### config.mk
export PLATFORM = sky130hd
export DESIGN_NAME = ddr2_init_seq
export DESIGN_NICKNAME = d
export VERILOG_FILES = /design/src/rtl/ddr2_init_pkg.sv /design/src/rtl/ddr2_mode_words.sv /design/src/rtl/ddr2_step_decode.sv /design/src/rtl/ddr2_init_seq.sv
export SDC_FILE = /design/constraint.sdc
export NUM_CORES = 1
export LEC_CHECK = 0
export ABC_AREA = 1
export BUFFER_PORTS_ARGS = -buffer_cell sky130_fd_sc_hd__buf_2
export CORE_MARGIN = 10
export CORE_UTILIZATION = 45
export DETAILED_ROUTE_END_ITERATION = 7
export PLACE_DENSITY_LB_ADDON = 0.3
export SLEW_MARGIN = 0
export SYNTH_ARGS = -nofsm -noshare
export SYNTH_HDL_FRONTEND = slang
export SYNTH_SLANG_ARGS = --single-unit
### constraint.sdc
create_clock -name clk -period 2.8 [get_ports clk]
set_clock_uncertainty 0.1 [all_clocks]
set_input_delay 0.14 -clock clk [delete_from_list [all_inputs] [get_ports clk]]
set_output_delay 0.14 -clock clk [all_outputs]
set_load 0.03 [all_outputs]
### src/rtl/ddr2_init_pkg.sv
package ddr2_init_pkg;

  typedef enum logic [2:0] {
    ST_IDLE,
    ST_PWR,
    ST_CKE,
    ST_RUN,
    ST_TAIL,
    ST_DONE
  } seq_state_t;

  // {RAS#, CAS#, WE#}
  localparam logic [2:0] CMD_NOP = 3'b111;
  localparam logic [2:0] CMD_PRE = 3'b010;
  localparam logic [2:0] CMD_LMR = 3'b000;
  localparam logic [2:0] CMD_REF = 3'b001;

  localparam int WORD_W      = 16;
  localparam int STEPS       = 11;
  localparam int STEP_W      = 4;
  localparam int PRE_ALL_BIT = 10;

  localparam logic [2:0] OCD_EXIT = 3'b000;
  localparam logic [2:0] OCD_DFLT = 3'b111;

endpackage

### src/rtl/ddr2_mode_words.sv
module ddr2_mode_words
  import ddr2_init_pkg::*;
(
  input  logic [2:0]        cl_lo,
  input  logic [2:0]        wr,
  input  logic [1:0]        odt_lo,
  input  logic              drv_lo,
  input  logic              dqs_diff,
  input  logic              dll_off,
  input  logic [2:0]        ocd,
  input  logic              dll_rst,
  output logic [WORD_W-1:0] emr1_word,
  output logic [WORD_W-1:0] mr_word
);

  // bank-1 word: strobe mode, OCD field, split termination bits, drive, DLL
  assign emr1_word = {3'b000, 1'b0, 1'b0, dqs_diff, ocd, odt_lo[1],
                      3'b000, odt_lo[0], drv_lo, dll_off};

  // bank-0 word: write recovery, DLL reset, CAS latency, sequential burst of 8
  assign mr_word = {3'b000, 1'b0, wr, dll_rst, 1'b0, cl_lo, 1'b0, 3'b011};

endmodule

### src/rtl/ddr2_step_decode.sv
module ddr2_step_decode
  import ddr2_init_pkg::*;
#(
  parameter int T_RP   = 4,
  parameter int T_MRD  = 2,
  parameter int T_RFC  = 12,
  parameter int GAP_W  = 8,
  parameter int BA_W   = 3,
  parameter int ADDR_W = 16
) (
  input  logic [STEP_W-1:0] step,
  input  logic [2:0]        cl_lo,
  input  logic [2:0]        wr,
  input  logic [1:0]        odt_lo,
  input  logic              drv_lo,
  input  logic              dqs_diff,
  input  logic              dll_off,
  output logic [2:0]        cmd,
  output logic [BA_W-1:0]   ba,
  output logic [ADDR_W-1:0] addr,
  output logic [GAP_W-1:0]  gap
);

  logic [2:0]        ocd;
  logic              dll_rst;
  logic [WORD_W-1:0] emr1_word;
  logic [WORD_W-1:0] mr_word;

  assign ocd     = (step == STEP_W'(9)) ? OCD_DFLT : OCD_EXIT;
  assign dll_rst = (step == STEP_W'(4));

  ddr2_mode_words u_words (
    .cl_lo    (cl_lo),
    .wr       (wr),
    .odt_lo   (odt_lo),
    .drv_lo   (drv_lo),
    .dqs_diff (dqs_diff),
    .dll_off  (dll_off),
    .ocd      (ocd),
    .dll_rst  (dll_rst),
    .emr1_word(emr1_word),
    .mr_word  (mr_word)
  );

  always_comb begin
    cmd  = CMD_LMR;
    ba   = '0;
    addr = '0;
    gap  = GAP_W'(T_MRD);
    case (step)
      4'd0, 4'd5: begin
        cmd               = CMD_PRE;
        addr[PRE_ALL_BIT] = 1'b1;
        gap               = GAP_W'(T_RP);
      end
      4'd1: ba = BA_W'(2);
      4'd2: ba = BA_W'(3);
      4'd3, 4'd9, 4'd10: begin
        ba   = BA_W'(1);
        addr = ADDR_W'(emr1_word);
      end
      4'd4, 4'd8: addr = ADDR_W'(mr_word);
      4'd6, 4'd7: begin
        cmd = CMD_REF;
        gap = GAP_W'(T_RFC);
      end
      default: begin
        cmd = CMD_NOP;
        gap = GAP_W'(1);
      end
    endcase
  end

endmodule

### src/rtl/ddr2_init_seq.sv
module ddr2_init_seq
  import ddr2_init_pkg::*;
#(
  parameter int T_RP   = 4,    // PRE to next command, >= 2
  parameter int T_MRD  = 2,    // LMR to next command, >= 2
  parameter int T_RFC  = 12,   // REF to next command, >= 2
  parameter int T_CKE  = 100,  // cke high before first command (400 ns at 4 ns)
  parameter int RR_W   = 16,
  parameter int BA_W   = 3,
  parameter int ADDR_W = 16
) (
  input  logic              clk,
  input  logic              rst_n,
  input  logic              cfg_write,
  input  logic [3:0]        cas_lat,
  input  logic [2:0]        wr_recov,
  input  logic [2:0]        odt_sel,
  input  logic [1:0]        drv_str,
  input  logic              dqs_diff,
  input  logic              dll_off,
  input  logic [RR_W-1:0]   refresh_rate,
  output logic              cke,
  output logic [2:0]        cmd_rcw,
  output logic [BA_W-1:0]   bank,
  output logic [ADDR_W-1:0] addr,
  output logic              init_done
);

  localparam int CNT_W     = RR_W + 5;
  localparam int GAP_W     = 8;
  localparam int LAST_STEP = STEPS - 1;

  seq_state_t        state;
  logic [CNT_W-1:0]  cnt;
  logic [STEP_W-1:0] step;
  logic              pend;
  logic              running;
  logic [CNT_W-1:0]  pwr_wait;

  logic [2:0]        dec_cmd;
  logic [BA_W-1:0]   dec_ba;
  logic [ADDR_W-1:0] dec_addr;
  logic [GAP_W-1:0]  dec_gap;

  // 16 refresh intervals plus 8 cycles, minus one for the load cycle
  assign pwr_wait = {1'b0, refresh_rate, 4'b0000} + CNT_W'(7);
  assign running  = (state == ST_PWR) || (state == ST_CKE) ||
                    (state == ST_RUN) || (state == ST_TAIL);

  ddr2_step_decode #(
    .T_RP  (T_RP),
    .T_MRD (T_MRD),
    .T_RFC (T_RFC),
    .GAP_W (GAP_W),
    .BA_W  (BA_W),
    .ADDR_W(ADDR_W)
  ) u_dec (
    .step    (step),
    .cl_lo   (cas_lat[2:0]),
    .wr      (wr_recov),
    .odt_lo  (odt_sel[1:0]),
    .drv_lo  (drv_str[0]),
    .dqs_diff(dqs_diff),
    .dll_off (dll_off),
    .cmd     (dec_cmd),
    .ba      (dec_ba),
    .addr    (dec_addr),
    .gap     (dec_gap)
  );

  always_ff @(posedge clk) begin
    if (!rst_n) begin
      state     <= ST_IDLE;
      cnt       <= '0;
      step      <= '0;
      pend      <= 1'b0;
      cke       <= 1'b0;
      cmd_rcw   <= CMD_NOP;
      bank      <= '0;
      addr      <= '0;
      init_done <= 1'b0;
    end else begin
      cmd_rcw <= CMD_NOP;
      bank    <= '0;
      addr    <= '0;
      if (cfg_write && running) pend <= 1'b1;
      case (state)
        ST_IDLE: begin
          if (cfg_write) begin
            state <= ST_PWR;
            cnt   <= pwr_wait;
          end
        end
        ST_PWR: begin
          if (cnt == '0) begin
            state <= ST_CKE;
            cke   <= 1'b1;
            cnt   <= CNT_W'(T_CKE - 1);
          end else cnt <= cnt - 1'b1;
        end
        ST_CKE: begin
          if (cnt == '0) begin
            state <= ST_RUN;
            step  <= '0;
          end else cnt <= cnt - 1'b1;
        end
        ST_RUN: begin
          if (cnt == '0) begin
            cmd_rcw <= dec_cmd;
            bank    <= dec_ba;
            addr    <= dec_addr;
            cnt     <= CNT_W'(dec_gap) - CNT_W'(1);
            if (step == STEP_W'(LAST_STEP)) state <= ST_TAIL;
            else step <= step + 1'b1;
          end else cnt <= cnt - 1'b1;
        end
        ST_TAIL: begin
          if (cnt == '0) begin
            step <= '0;
            if (pend || cfg_write) begin
              state <= ST_RUN;
              pend  <= 1'b0;
            end else begin
              state     <= ST_DONE;
              init_done <= 1'b1;
            end
          end else cnt <= cnt - 1'b1;
        end
        ST_DONE: begin
          cnt <= '0;
          if (cfg_write) begin
            state     <= ST_RUN;
            step      <= '0;
            init_done <= 1'b0;
          end
        end
        default: state <= ST_IDLE;
      endcase
    end
  end

endmodule

=== Word-level counts from Yosys, hierarchy flattened ===
Cells that the tools add are included.

* Flip-flop bits (word level): 53
* Bits in latches: 0
* Memory bits (writable): 0
* Memory bits (read-only): 0
* Input port bits: 33
* Output and inout bits: 24
* Word-level logic and storage cells: 97
* Memories kept: 0

* Add/sub/neg operators: 4
* Multipliers: 0
* Div/mod/pow operators: 0
* Order comparisons: 0
* Equality and inequality tests: 26
* Shifts and indexed selects: 0
* Multiplexer cells: 33
* Bitwise logic cells: 0
* Reduce and logical (&&, ||, !) cells: 24

{| class="wikitable"
|+ Operator list
! cell !! count
|-
| $pmux W21 S5 || 1
|-
| $mux W21 || 4
|-
| $mux W3 || 9
|-
| $pmux W4 S3 || 2
|-
| $add A20 B3 Y21 const B || 1
|-
| $logic_not A21 Y1 || 1
|-
| $sub A21 B1 Y21 const B || 1
|-
| $pmux W10 S2 || 1
|-
| $pmux W3 S6 || 1
|-
| $eq A4 B3 Y1 const B || 4
|-
| $mux W4 || 4
|-
| $eq A4 B4 Y1 const B || 3
|-
| $ne A2 B1 Y1 const B || 6
|-
| $ne A2 B2 Y1 const B || 5
|-
| $pmux W3 S3 || 1
|-
| $sub A8 B1 Y9 const B || 1
|-
| $eq A4 B2 Y1 const B || 2
|-
| $reduce_and A4 Y1 || 2
|-
| $reduce_or A2 Y1 || 4
|-
| $mux W1 || 7
|-
| $reduce_and A7 Y1 || 1
|-
| $reduce_or A7 Y1 || 1
|-
| $eq A3 B2 Y1 const B || 2
|-
| $eq A3 B3 Y1 const B || 2
|-
| 17 further kinds || 21
|}

=== Longest topological paths before layout ===
Gate-level depths: netlist of the first run.

* Depth after elaboration: 9
* Gate-level depth with buffers: 14
* Mapped depth without buffers: 13

=== Cells and area by module ===
A second synthesis of the first run with hierarchy kept.

* Cells, all modules: 633
* Area, all modules: 3,940.0 µm²

{| class="wikitable"
|+ By module, submodules not included
! module !! times used !! cells each !! area an instance (µm²) !! sequential area each (µm²)
|-
| ddr2_init_seq || 1 || 501 || 3,260.6 || 1,061.0
|-
| ddr2_step_decode || 1 || 98 || 431.7 || 0.0
|-
| ddr2_mode_words || 1 || 34 || 247.7 || 0.0
|}

=== Least setup slack after synthesis of the first run ===
Ideal clock, no wire load.

* Kind: reg-to-reg
* Start: register cnt[0]
* End: register cnt[14]
* Library setup time: 0.119 ns
* Arrival time: 1.557 ns
* Required time: 2.581 ns
* Path slack: 1.024 ns
* Stages on the path, launching flop included: 13
* Path buffers: 1
* Clock period less this slack: 1.776 ns
* Path through: dfxtp_1 -> inv_1 -> ha_1 -> nand2_4 -> nor2_8 -> nand3_2 -> nor2_4 -> nand2_4 -> nand2_1 -> nand2_2 -> buf_6 -> nand2_1 -> a21oi_1

* Cells in the longest elaborated chain, start to end: 3
* Elaborated cells between the ends (all ways): 8
* Those cells by class: 1 x add/sub; 1 x eq/ne; 4 x mux; 2 x reduce/logical

{| class="wikitable"
|+ RTL lines
! what !! RTL line !! source
|-
| start: declaration || ddr2_init_seq.sv:34 || <nowiki>logic [CNT_W-1:0] cnt;</nowiki>
|-
| start signal: assignment || ddr2_init_seq.sv:91 || <nowiki>cnt <= pwr_wait;</nowiki>
|-
| start signal: assignment || ddr2_init_seq.sv:98 || <nowiki>cnt <= CNT_W'(T_CKE - 1);</nowiki>
|-
| start signal: assignment || ddr2_init_seq.sv:99 || <nowiki>end else cnt <= cnt - 1'b1;</nowiki>
|-
| $sub A21 B1 Y21 or $logic_not A21 Y1 (tied branches) || - ||
|-
| $mux W21 (tied with other cells) || ddr2_init_seq.sv:102, ddr2_init_seq.sv:118 ||
|-
| $pmux W21 S5 or $reduce_and A3 Y1 (tied branches) || - ||
|}

Parallel ways exist; a longest one is shown, timed or not. The select of a mux whose other input is x is not followed.
A chain may end at the register's enable or synchronous reset.

=== Worst setup path in the final report of the first run ===
* Start: register cnt[0]
* End: register addr[6]

* Cells in the longest elaborated chain, start to end: 2

{| class="wikitable"
|+ RTL lines
! what !! RTL line !! source
|-
| $logic_not A21 Y1 || ddr2_init_seq.sv:108 || <nowiki>if (cnt == '0) begin</nowiki>
|-
| $reduce_and A3 Y1 (no line) || - ||
|-
| end signal: assignment || ddr2_init_seq.sv:111 || <nowiki>addr <= dec_addr;</nowiki>
|-
| end: declaration || ddr2_init_seq.sv:25 || <nowiki>output logic [ADDR_W-1:0] addr,</nowiki>
|}

No other way between the ends.

==> Flow_metrics.wiki, run 1 <==
{| class="wikitable"
! Metric !! Value
|-
| Max H-tree Level || 2
|-
| Drt initial violations || 146
|-
| Number of different library cells in the post-synthesis netlist || 38
|-
| Data arrival time of the critical path || 2690 ps
|-
| Setup repair after global routing missed its margin || no
|-
| Post-synth EDFFs || 0
|-
| Site row count || 30
|-
| Number of synthesized register bits || 47
|-
| Final global-route overflow total || 0
|-
| Proportion of synthesized flip-flops having asynchronous set or reset || 0
|-
| Die area || 0.0105 mm²
|-
| Count of inserted antenna diode cells || 0
|-
| IO Pins || 57
|-
| Antenna-violating nets left || 0
|-
| Vias after detailed routing || 2965
|-
| Cell accounting for the most synthesized area || dfxtp_1
|-
| Port bufs || 47
|-
| Horiz. Die Dim || 103 µm
|-
| Proportion of layout cells with a drive suffix above 1 || 0.202
|-
| Post-placement cell area || 0.00330 mm²
|-
| Post-route cell area || about 0.0035 mm²
|-
| Critical path startpoint || cnt[0]
|-
| Measured slew at the worst slew-check pin || ~500 ps
|-
| Warning count from the yosys run || 0
|-
| Worst setup SP type || register
|-
| Clk_lat worst skew || 300 ps
|-
| Reg-to-reg startpoint || cnt[0]
|-
| Antenna violations before repair || 0
|-
| Reported leakage power || 1.81 nW
|-
| Clock-pin slew on the worst setup and hold paths || approximately 90 ps
|-
| Sum of negative setup slack || 0 ps
|-
| Wire length of the first global-routing pass || 12900 µm
|-
| Worst min-delay path class || in -> reg
|-
| TritonCTS clock tree || done
|-
| Predominant post-synthesis flop cell || dfxtp_1
|-
| Final-stage net count || 558
|-
| GRT Resource Usage Total || 0.148
|-
| Register-to-register path setup slack || 260 ps
|-
| Final number of hold-violating endpoints || 0
|-
| Total Wirelength || 7280 µm
|-
| Terminus of the critical flop-to-flop path || addr[6]
|-
| Max-cap violations || 0
|-
| Routed wirelength normalized by instance count || 12.2 µm
|-
| Pin count of the biggest net entering global routing || 21
|-
| Post-synthesis cell area || 0.00307 mm²
|-
| Detailed placer's ending HPWL || 5380 µm
|-
| Number of buffers inserted during clock tree synthesis || 5
|-
| Top-area cell type share of the netlist area || 0.306
|-
| Placeable Area || ~0.0067 mm²
|-
| Last weighted congestion value of the routability-driven placer || 0.852
|-
| Total design power || between 0.003 and 0.004 W
|-
| DRC Markers || 0
|-
| Area Overhead vs Synth || 15.1%
|-
| Crit end category || register
|-
| Seq/Total Area, Yosys || 0.306
|-
| Average footprint of a synthesized cell || 6.69 µm²
|-
| Peak supply drop || 0.000466 V
|-
| First drt pass iteration count || 4
|-
| Crit path kind || reg -> reg
|-
| End of the critical path || addr[6]
|-
| Tightest slew margin relative to the limit || 0.666
|-
| CTS max path bufs || 2
|-
| Post-route fraction of the period consumed by the critical path || 0.906
|-
| Number of global-route vias before repair || around 2800
|-
| Clk sink count || between 40 and 50
|-
| Synth area leaders || dfxtp_1 (31%), nand2_1 (13%), nor2_1 (7.1%), a21oi_1 (7.0%), inv_1 (6.2%)
|-
| Starting utilization of the core area || 0.457
|-
| Number of cells upsized or downsized after cts || 0
|-
| Fin. max-slew vios || 0
|-
| Vias per Instance || 4.95
|-
| Pwr per Cell Area || 1030 mW/mm²
|-
| Clock root buffer || clkbuf_8
|-
| Source of the worst hold timing path || refresh_rate[8]
|-
| Crit path time final || 2540 ps
|-
| Required time at the worst-slack endpoint || 2950 ps
|-
| Largest driver fanout on the critical path || 8
|-
| Cell count after synthesis || around 460
|-
| Highest attainable clock frequency || around 0.39 GHz
|-
| Run status || finished clean
|-
| Final setup violation count || 0
|-
| Die height || 103 µm
|-
| FF-to-FF path depth || 11
|}
## power breakdown
group	switching (W)	internal, W
Clock	0.000232	0.000194
Sequential	0.000212	0.000847
Combinational	0.00141	0.000739
Total	0.00185	0.00178
## registers in the layout, indices dropped and copies added (netlist names)
signal / cells
cnt: 21
state: 3
addr: 11
init_done: 1
pend: 1
cmd_rcw: 3
cke: 1
step: 4
bank: 2
## worst max-delay path, cell delays in order (launching register included)
cell and delay (ps):
dfxtp_1 340, inv_1 140, ha_1 280, nand2_4 110, nor2_8 180, nand3_2 100
nor2_4 110, nand2_4 70, nor3_4 310, nand3_1 110, nand2_1 80, dlygate4sd3_1 540
## placed cells by master, fill, tap and decap left out, types with 4 or more instances in the layout
| master | synthesis | routed |
|---|---|---|
| nand2_1 | 107 | 107 |
| nor2_1 | 58 | 58 |
| inv_1 | 51 | 51 |
| dfxtp_1 | 47 | 47 |
| buf_2 | 1 | 47 |
| a21oi_1 | 43 | 43 |
| nand3_1 | 28 | 28 |
| o21ai_0 | 16 | 16 |
| xor2_1 | 12 | 12 |
| o21ai_1 | 10 | 10 |
| dlygate4sd3_1 | 0 | 10 |
| nand4_1 | 9 | 9 |
| inv_2 | 8 | 8 |
| buf_4 | 7 | 8 |
| nand2_2 | 7 | 7 |
| nand3_2 | 7 | 7 |
| ha_1 | 6 | 6 |
| conb_1 | 1 | 6 |
| clkbuf_8 | 0 | 6 |
| nor2_2 | 5 | 5 |
| nor2_4 | 4 | 4 |
| xnor2_1 | 4 | 4 |
## Yosys cell counts, drive strengths merged, types with 3 or more instances
cell type,instances
nand2,116
nor2,69
inv,60
dfxtp,47
a21oi,45
nand3,36
o21ai,27
buf,14
xor2,12
nand4,9
ha,6
xnor2,4
clkbuf,3
## area by class of cell
cell class,count,area [µm²]
Timing Repair Buffer,65,395
Multi-Input combinational cell,340,1790
Clock inverter,1,5.00
Tap cell,80,100
Clock buffer,6,82.6
Sequential cell,47,941
Inverter,60,228
Fill cell,689,3180
## cells by family after synthesis
logic type | synth area share
buffers and inverters | 0.119
AND/OR/NAND/NOR | 0.368
adder cells (fa/ha/maj) | 0.0244
other | 0.00122
flip-flops | 0.306
AO/OA/AOI/OAI | 0.136
XOR/XNOR | 0.0456
## how the worst min path moves through the flow
stage	to	slack, ps	cells after the start
after floorplan	addr[11]	150	2
after global placement	addr[5]	260	3
after detailed placement	addr[6]	260	3
after CTS	cnt[16]	5	3
after global routing	cnt[16]	7	3
final	cnt[12]	10	3
## stage by stage
stage | utilization | setup WS [ps] | std cells | hold slack [ps]
2_1_floorplan | - | 1020 | 464 | 152
3_3_place_gp | 0.492 | 625 | 576 | 259
5_1_grt | 0.526 | 73.8 | 599 | 7.01
4_1_cts | 0.520 | 201 | 593 | 5.23
3_5_place_dp | 0.492 | 612 | 576 | 260
6_report | 0.526 | 262 | 599 | 12.3
## metal layers
layer / track usage / routed length (µm) / vias up
met1: 0.187 / 3470 / 1335
met2: 0.241 / 3300 / 60
met3: 0.0382 / 432 / 5
li1: - / - / 1565
met4: 0.0434 / 85 / 0
met5: 0 / 0 / -
## timing repair
action / in CTS / in global routing
endpoints found under the setup margin: 0 / 1
buffers inserted: 0 / 6
hold buffers: 10 / 0
hold endpoints to repair: 9 / 0
No activity file was read; power rests on OpenSTA's default activity.
==> run 2, diff against run 1 <==
--- a/config.mk
+++ b/config.mk
@@ -11,6 +11,7 @@
 export CORE_UTILIZATION = 45
 export DETAILED_ROUTE_END_ITERATION = 7
 export PLACE_DENSITY_LB_ADDON = 0.3
+export RECOVER_POWER = 25
 export SLEW_MARGIN = 0
 export SYNTH_ARGS = -nofsm -noshare
 export SYNTH_HDL_FRONTEND = slang
==> Flow_metrics.wiki, run 2 (synthesis gave the netlist of run 1 again) <==
{| class="wikitable"
! Metric !! Value
|-
| Peak supply drop || 0.000466 V (about the same)
|-
| Count of inserted antenna diode cells || 0 (unchanged)
|-
| Final-stage net count || 558 (unchanged)
|-
| Number of buffers inserted during clock tree synthesis || 5 (unchanged)
|-
| Largest register FFs || 21 (unchanged)
|-
| Pin count of the biggest net entering global routing || 21 (unchanged)
|-
| Last weighted congestion value of the routability-driven placer || 0.852 (unchanged)
|-
| Crit path kind || reg -> reg (unchanged)
|-
| Commonest non-fill, non-tap cell in the layout || nand2_1 (unchanged)
|-
| Port bufs || 47 (unchanged)
|-
| DRC Markers || 0 (unchanged)
|-
| Antenna-violating nets left || 0 (unchanged)
|-
| Routed wirelength normalized by instance count || 12.2 µm (about the same)
|-
| Worst setup SP type || register (unchanged)
|-
| GRT Resource Usage Total || 0.148 (unchanged)
|-
| Antenna violations before repair || 0 (unchanged)
|-
| Pre-CTS worst setup slack || 612 ps (unchanged)
|-
| Data arrival time of the critical path || 2690 ps (about the same)
|-
| Final number of hold-violating endpoints || 0 (unchanged)
|-
| Clk_lat worst skew || 300 ps (about the same)
|-
| Max H-tree Level || 2 (unchanged)
|-
| CTS max path bufs || 2 (unchanged)
|-
| Clock root buffer || clkbuf_8 (unchanged)
|-
| TritonCTS clock tree || done (unchanged)
|-
| Drt initial violations || 139 (was 146)
|-
| Top library cells by usage in the layout, fill and taps aside || nand2_1 (107), nor2_1 (58), inv_1 (51), dfxtp_1 (47), a21oi_1 (43) (was nand2_1 (107), nor2_1 (58), inv_1 (51), dfxtp_1 (47), buf_2 (47))
|-
| Post-route fraction of the period consumed by the critical path || 0.906 (about the same)
|-
| Vias after detailed routing || 2963 (was 2965)
|-
| Die height || 103 µm (unchanged)
|-
| Proportion of layout cells with a drive suffix above 1 || 0.171 (was 0.202)
|-
| Final global-route overflow total || 0 (unchanged)
|-
| Setup repair after global routing missed its margin || no (unchanged)
|-
| Pwr per Cell Area || 1030 mW/mm² (about the same)
|-
| Sum of negative setup slack || 0 ps (unchanged)
|-
| Biggest regs || cnt x21, addr x11, step x4 (unchanged)
|-
| Reported leakage power || 1.75 nW (was 1.81 nW)
|-
| Clk sink count || 47 (unchanged)
|-
| Final setup violation count || 0 (unchanged)
|-
| Site row count || 30 (unchanged)
|-
| Measured slew at the worst slew-check pin || 499 ps (was 500 ps)
|-
| Area Overhead vs Synth || 14.5% (was 15.1%)
|-
| Clock-pin slew on the worst setup and hold paths || 90 ps (about the same)
|-
| Die area || 0.0105 mm² (unchanged)
|-
| Detailed placer's ending HPWL || 5380 µm (unchanged)
|-
| Worst min-delay path class || in -> reg (unchanged)
|-
| Crit end category || register (unchanged)
|-
| Register containing the most flip-flops in the final layout || cnt (unchanged)
|-
| Horiz. Die Dim || 103 µm (unchanged)
|-
| Wire length of the first global-routing pass || 12900 µm (unchanged)
|-
| Number of global-route vias before repair || 2836 (unchanged)
|-
| Run status || finished clean (unchanged)
|-
| Highest attainable clock frequency || 0.394 GHz (about the same)
|-
| Fin. max-slew vios || 0 (unchanged)
|-
| Number of fill cells || 700 (was 689)
|-
| IO Pins || 57 (unchanged)
|-
| Number of cells upsized or downsized after cts || 0 (unchanged)
|-
| Largest driver fanout on the critical path || 8 (unchanged)
|-
| First drt pass iteration count || 4 (unchanged)
|-
| Tightest slew margin relative to the limit || 0.667 (was 0.666)
|-
| Starting utilization of the core area || 0.457 (unchanged)
|-
| Crit path time final || 2540 ps (about the same)
|-
| Vias per Instance || 4.95 (about the same)
|-
| Final WS setup || 263 ps (was 262 ps)
|-
| Max-cap violations || 0 (unchanged)
|-
| Total Wirelength || 7310 µm (was 7280 µm)
|-
| Required time at the worst-slack endpoint || 2950 ps (about the same)
|-
| Placeable Area || 0.00672 mm² (unchanged)
|}
[run 2: changes by cell type in the layout (fill, tap and decap cells not counted)]
cell,before,now
clkbuf_1,0,16
buf_2,47,31
[run 2: what timing repair did]
item / 4_1_cts / 5_1_grt
setup endpoints to repair: 0 / 1
hold endpoints to repair: 9 / 0
buffers inserted: 0 / 6
hold buffers: 10 / 0
[run 2: final timing paths]
| path | cells past startpoint | slack, ps | start | to |
|---|---|---|---|---|
| worst max-delay path | 11 | 260 | cnt[0] | addr[6] |
| worst min-delay path | 3 | 10 | refresh_rate[8] | cnt[12] |
| worst max register to register | 11 | 260 | cnt[0] | addr[6] |
| worst min register to register | 2 | 360 | init_done | init_done |
[run 2: stage by stage]
step | power [W] | util | hold slack, ps | cells | instance area (µm²)
after floorplan | 0.00286 | - | 152 | 464 | 3090
after global placement | 0.00316 | 0.492 | 259 | 576 | 3300
after detailed placement | 0.00320 | 0.492 | 260 | 576 | 3300
after CTS | 0.00365 | 0.520 | 5.23 | 593 | 3490
after global routing | 0.00405 | 0.523 | 7.01 | 599 | 3520
final | 0.00363 | 0.523 | 12.3 | 599 | 3520
[run 2: critical path, stage by stage (launching register included)]
cell and delay (ps):
dfxtp_1 340, inv_1 140, ha_1 280, nand2_4 110, nor2_8 180, nand3_2 100, nor2_4 110, nand2_4 70
nor3_4 310, nand3_1 110, nand2_1 80, dlygate4sd3_1 530
[run 2: final cells by class]
| type | count | area [µm²] | share of cell area |
|---|---|---|---|
| Inverter | 60 | 228 | 0.0647 |
| Timing Repair Buffer | 65 | 375 | 0.107 |
| Sequential cell | 47 | 941 | 0.268 |
| Clock inverter | 1 | 5.00 | 0.00142 |
| Clock buffer | 6 | 82.6 | 0.0235 |
| Multi-Input combinational cell | 340 | 1790 | 0.508 |
| Tap cell | 80 | 100 | 0.0285 |
[run 2: where the power goes]
group          total, W  leakage, nW  internal, W  switching [W]
logic           0.00215         1.32     0.000739        0.00141
clock network  0.000428       0.0470     0.000194       0.000233
registers       0.00106        0.385     0.000847       0.000212
total           0.00363         1.75      0.00178        0.00185
[run 2: layer usage]
metal / track usage / up-vias / wire length [µm]
met5: 0 / - / 0
li1: - / 1565 / -
met2: 0.241 / 61 / 3290
met4: 0.0434 / 0 / 85
met1: 0.187 / 1332 / 3480
met3: 0.0382 / 5 / 452
==> run 3, diff against run 2 <==
--- a/config.mk
+++ b/config.mk
@@ -6,7 +6,7 @@
 export NUM_CORES = 1
 export LEC_CHECK = 0
 export ABC_AREA = 1
-export BUFFER_PORTS_ARGS = -buffer_cell sky130_fd_sc_hd__buf_2
+export BUFFER_PORTS_ARGS = -buffer_cell sky130_fd_sc_hd__buf_4
 export CORE_MARGIN = 10
 export CORE_UTILIZATION = 45
 export DETAILED_ROUTE_END_ITERATION = 7
@@ -15,4 +15,5 @@
 export SLEW_MARGIN = 0
 export SYNTH_ARGS = -nofsm -noshare
 export SYNTH_HDL_FRONTEND = slang
+export SYNTH_HIERARCHICAL = 1
 export SYNTH_SLANG_ARGS = --single-unit
==> Flow_metrics.wiki, run 3 <==
{| class="wikitable"
! Metric !! Value
|-
| Combinational group share of total power || 0.607 (was 0.591)
|-
| Reg power frac || 0.281 (was 0.291)
|-
| Antenna violations before repair || 0 (unchanged)
|-
| IO Pins || 57 (unchanged)
|-
| Crit end category || register (unchanged)
|-
| Die height || 114 µm (was 103 µm)
|-
| DRC Markers || 0 (unchanged)
|-
| Post-route cell area || 0.00427 mm² (was 0.00352 mm²)
|-
| Die area || 0.0129 mm² (was 0.0105 mm²)
|-
| Average footprint of a synthesized cell || 6.22 µm² (was 6.69 µm²)
|-
| Register-to-register path setup slack || 250 ps (was 260 ps)
|-
| Critical Path Stages || 17 (was 11)
|-
| Number of different library cells in the post-synthesis netlist || 39 (was 38)
|-
| Proportion of layout cells with a drive suffix above 1 || 0.150 (was 0.171)
|-
| FF-to-FF path depth || 17 (was 11)
|-
| Site row count || 34 (was 30)
|-
| Number of synthesized register bits || 53 (was 47)
|-
| Register containing the most flip-flops in the final layout || cnt (unchanged)
|-
| Measured slew at the worst slew-check pin || 559 ps (was 499 ps)
|-
| CTS max path bufs || 2 (unchanged)
|-
| Register Area || 0.00106 mm² (was 941 µm²)
|-
| Seq/Total Area, Yosys || 0.269 (was 0.306)
|-
| Number of global-route vias before repair || 3567 (was 2836)
|-
| Tightest slew margin relative to the limit || 0.625 (was 0.667)
|-
| GRT Resource Usage Total || 0.145 (was 0.148)
|-
| Warning count from the yosys run || 6 (was 0)
|-
| End of the critical path || cnt[16] (was addr[6])
|-
| Max H-tree Level || 2 (unchanged)
|-
| Critical path startpoint || step[0] (was cnt[0])
|-
| Cell family contributing the most delay on the critical path || simple AND/OR/NAND/NOR gates (unchanged)
|-
| Final-stage net count || 710 (was 558)
|-
| Top library cells by usage in the layout, fill and taps aside || nand2_1 (169), nor2_1 (89), inv_1 (72), dfxtp_1 (52), buf_4 (41) (was nand2_1 (107), nor2_1 (58), inv_1 (51), dfxtp_1 (47), a21oi_1 (43))
|-
| Data arrival time of the critical path || 2690 ps (about the same)
|-
| Worst min-delay path class || in -> reg (unchanged)
|-
| Number of buffers inserted during clock tree synthesis || 5 (unchanged)
|-
| Commonest cells in the synthesized netlist || nand2_1 (169), nor2_1 (89), inv_1 (72), dfxtp_1 (53) (was nand2_1 (107), nor2_1 (58), inv_1 (51), dfxtp_1 (47), a21oi_1 (43))
|-
| Count of placed standard cells including taps || 770 (was 576)
|-
| Top-count cell post-synth || nand2_1 (unchanged)
|-
| Crit path time final || 2550 ps (was 2540 ps)
|-
| TritonCTS clock tree || done (unchanged)
|-
| Predominant post-synthesis flop cell || dfxtp_1 (unchanged)
|-
| Worst path bufs/invs || 4 (was 2)
|-
| Vias after detailed routing || 3732 (was 2963)
|-
| Most Frequent Cell on Critical Path || nand2_1 (was nand2_4)
|-
| P_int || 0.00196 W (was 0.00178 W)
|-
| Antenna-violating nets left || 0 (unchanged)
|-
| Worst Hold Slack || 9.72 ps (was 12.3 ps)
|-
| Required time at the worst-slack endpoint || 2940 ps (was 2950 ps)
|-
| Cell at the slowest stage of the critical path || dfxtp_1 (was dlygate4sd3_1)
|-
| Proportion of synthesized flip-flops having asynchronous set or reset || 0 (unchanged)
|-
| Reg-to-reg startpoint || step[0] (was cnt[0])
|-
| Max-cap violations || 0 (unchanged)
|-
| Area taken by multi-input logic gates || 0.00227 mm² (was 0.00179 mm²)
|-
| Reported leakage power || 2.12 nW (was 1.75 nW)
|-
| Placeable Area || 0.00864 mm² (was 0.00672 mm²)
|-
| Routed wirelength normalized by instance count || 12.0 µm (was 12.2 µm)
|-
| Switch share || 0.519 (was 0.510)
|-
| Starting utilization of the core area || 0.456 (was 0.457)
|-
| Pin count of the biggest net entering global routing || 26 (was 21)
|-
| Last weighted congestion value of the routability-driven placer || 0.936 (was 0.852)
|-
| Pwr per Cell Area || 952 mW/mm² (was 1030 mW/mm²)
|-
| Crit path kind || reg -> reg (unchanged)
|-
| Horiz. Die Dim || 114 µm (was 103 µm)
|-
| Net switching power figure || 0.00211 W (was 0.00185 W)
|-
| Largest driver fanout on the critical path || 5 (was 8)
|-
| Clock-pin slew on the worst setup and hold paths || 100 ps (was 90 ps)
|-
| Final global-route overflow total || 0 (unchanged)
|-
| Post-synthesis cell area || 0.00394 mm² (was 0.00307 mm²)
|-
| Cell accounting for the most synthesized area || dfxtp_1 (unchanged)
|-
| Final setup violation count || 0 (unchanged)
|-
| Terminus of the critical flop-to-flop path || cnt[16] (was addr[6])
|-
| Vias per Instance || 4.78 (was 4.95)
|-
| Clk_lat worst skew || 310 ps (was 300 ps)
|-
| Post-route fraction of the period consumed by the critical path || 0.911 (was 0.906)
|-
| Wire length of the first global-routing pass || 16000 µm (was 12900 µm)
|-
| Post-placement cell area || 0.00422 mm² (was 0.00330 mm²)
|-
| Clock root buffer || clkbuf_8 (unchanged)
|-
| Commonest non-fill, non-tap cell in the layout || nand2_1 (unchanged)
|-
| Top-area cell type share of the netlist area || 0.269 (was 0.306)
|-
| Synth area leaders || dfxtp_1 (27%), nand2_1 (16%), nor2_1 (8.5%), buf_4 (7.4%), inv_1 (6.9%) (was dfxtp_1 (31%), nand2_1 (13%), nor2_1 (7.1%), a21oi_1 (7.0%), inv_1 (6.2%))
|-
| Drt initial violations || 166 (was 139)
|-
| Biggest regs || cnt x21, addr x16, step x4 (was cnt x21, addr x11, step x4)
|-
| Non-Filler Instances || 780 (was 599)
|-
| Total setup buffers inserted after CTS || 0 (unchanged)
|-
| Number of fill cells || 930 (was 700)
|-
| Count of inserted antenna diode cells || 0 (unchanged)
|-
| Final number of hold-violating endpoints || 0 (unchanged)
|-
| Final core occ || 0.495 (was 0.523)
|-
| Cells traversed along the worst timing path || buf_4 > nor2_2 > nand2_1 > o21ai_0 > nor2_1 > nand2_1 > inv_1 > inv_1 > ha_1 > nand3_2 > nor3_4 > inv_2 > nand2_1 > nand2_1 > nand3_1 > nand2_1 > a21oi_1 (was inv_1 > ha_1 > nand2_4 > nor2_8 > nand3_2 > nor2_4 > nand2_4 > nor3_4 > nand3_1 > nand2_1 > dlygate4sd3_1)
|-
| Largest register FFs || 21 (unchanged)
|-
| Setup repair after global routing missed its margin || no (unchanged)
|-
| Worst setup SP type || register (unchanged)
|-
| First drt pass iteration count || 5 (was 4)
|-
| Clock power share || 0.112 (was 0.118)
|-
| Total Wirelength || 9360 µm (was 7310 µm)
|-
| Port bufs || 53 (was 47)
|-
| Crit-path max cell delay || 350 ps (was 530 ps)
|-
| Clk sink count || 53 (was 47)
|-
| Peak supply drop || 0.000317 V (was 0.000466 V)
|-
| Sum of negative setup slack || 0 ps (unchanged)
|-
| Detailed placer's ending HPWL || 7310 µm (was 5380 µm)
|-
| Cell count after synthesis || 633 (was 459)
|-
| Post-synth EDFFs || 0 (unchanged)
|-
| Fin. max-slew vios || 0 (unchanged)
|-
| Highest attainable clock frequency || 0.392 GHz (was 0.394 GHz)
|-
| Run status || finished clean (unchanged)
|-
| Area Overhead vs Synth || 8.48% (was 14.5%)
|}
-- run 3: power by group through the flow --
| stage | logic [W] | clock network [W] | registers (W) |
|---|---|---|---|
| after CTS | 0.00246 | 0.000479 | 0.00114 |
| after global routing | 0.00284 | 0.000501 | 0.00117 |
| after global placement | 0.00241 | 0 | 0.00115 |
| final | 0.00247 | 0.000456 | 0.00114 |
| after floorplan | 0.00207 | 0 | 0.00111 |
| after detailed placement | 0.00245 | 0 | 0.00115 |
-- run 3: worst register-to-register path, delay by kind of cell (launching register included) --
kind / cells / cell delay (ps)
flip-flops: 1 / 350
AO/OA/AOI/OAI: 2 / 210
buffers and inverters: 4 / 380
adder cells (fa/ha/maj): 1 / 210
AND/OR/NAND/NOR: 10 / 1230
-- run 3: metrics by stage --
stage | power (W) | setup slack (ps)
floorplan | 0.00318 | 380
global placement | 0.00355 | 230
detailed placement | 0.00360 | 142
CTS | 0.00408 | 112
global route | 0.00451 | 2.48
finish | 0.00407 | 249
-- run 3: area by class of cell --
| class | count | area share |
|---|---|---|
| inverter | 86 | 0.0755 |
| timing repair buffer | 60 | 0.0916 |
| clock buffer | 5 | 0.0161 |
| tap | 108 | 0.0316 |
| clock inverter | 3 | 0.00498 |
| sequential | 53 | 0.249 |
| multi-input combinational | 465 | 0.532 |
-- run 3: logic make-up after synthesis --
family | after synthesis | share of synthesized area
simple gates | 349 | 0.405
flops | 53 | 0.269
other cells | 3 | 0.00286
buf+inv | 134 | 0.175
xor+xnor | 14 | 0.0311
fa+ha+maj | 6 | 0.0191
compound gates | 74 | 0.0981
-- run 3: what timing repair did --
action,CTS,global route
setup endpoints to repair,0,14
resized for setup,0,3
endpoints found under the hold margin,2,0
hold buffers,2,0
-- run 3: worst min path at each step --
stage	cells past startpoint	slack [ps]	from	endpoint
floorplan	2	180	rst_n	cnt[8]
global placement	3	320	refresh_rate[4]	cnt[8]
detailed placement	3	330	refresh_rate[4]	cnt[8]
CTS	3	0.7	refresh_rate[6]	cnt[10]
global route	3	20	refresh_rate[13]	cnt[17]
finish	3	10	refresh_rate[6]	cnt[10]
-- run 3: metal layers --
layer | up-vias | wire length [µm] | GRT usage
li1 | 1985 | - | -
met2 | 84 | 4270 | 0.236
met5 | - | 0 | 0
met4 | 0 | 130 | 0.0423
met1 | 1651 | 4200 | 0.174
met3 | 12 | 753 | 0.0525
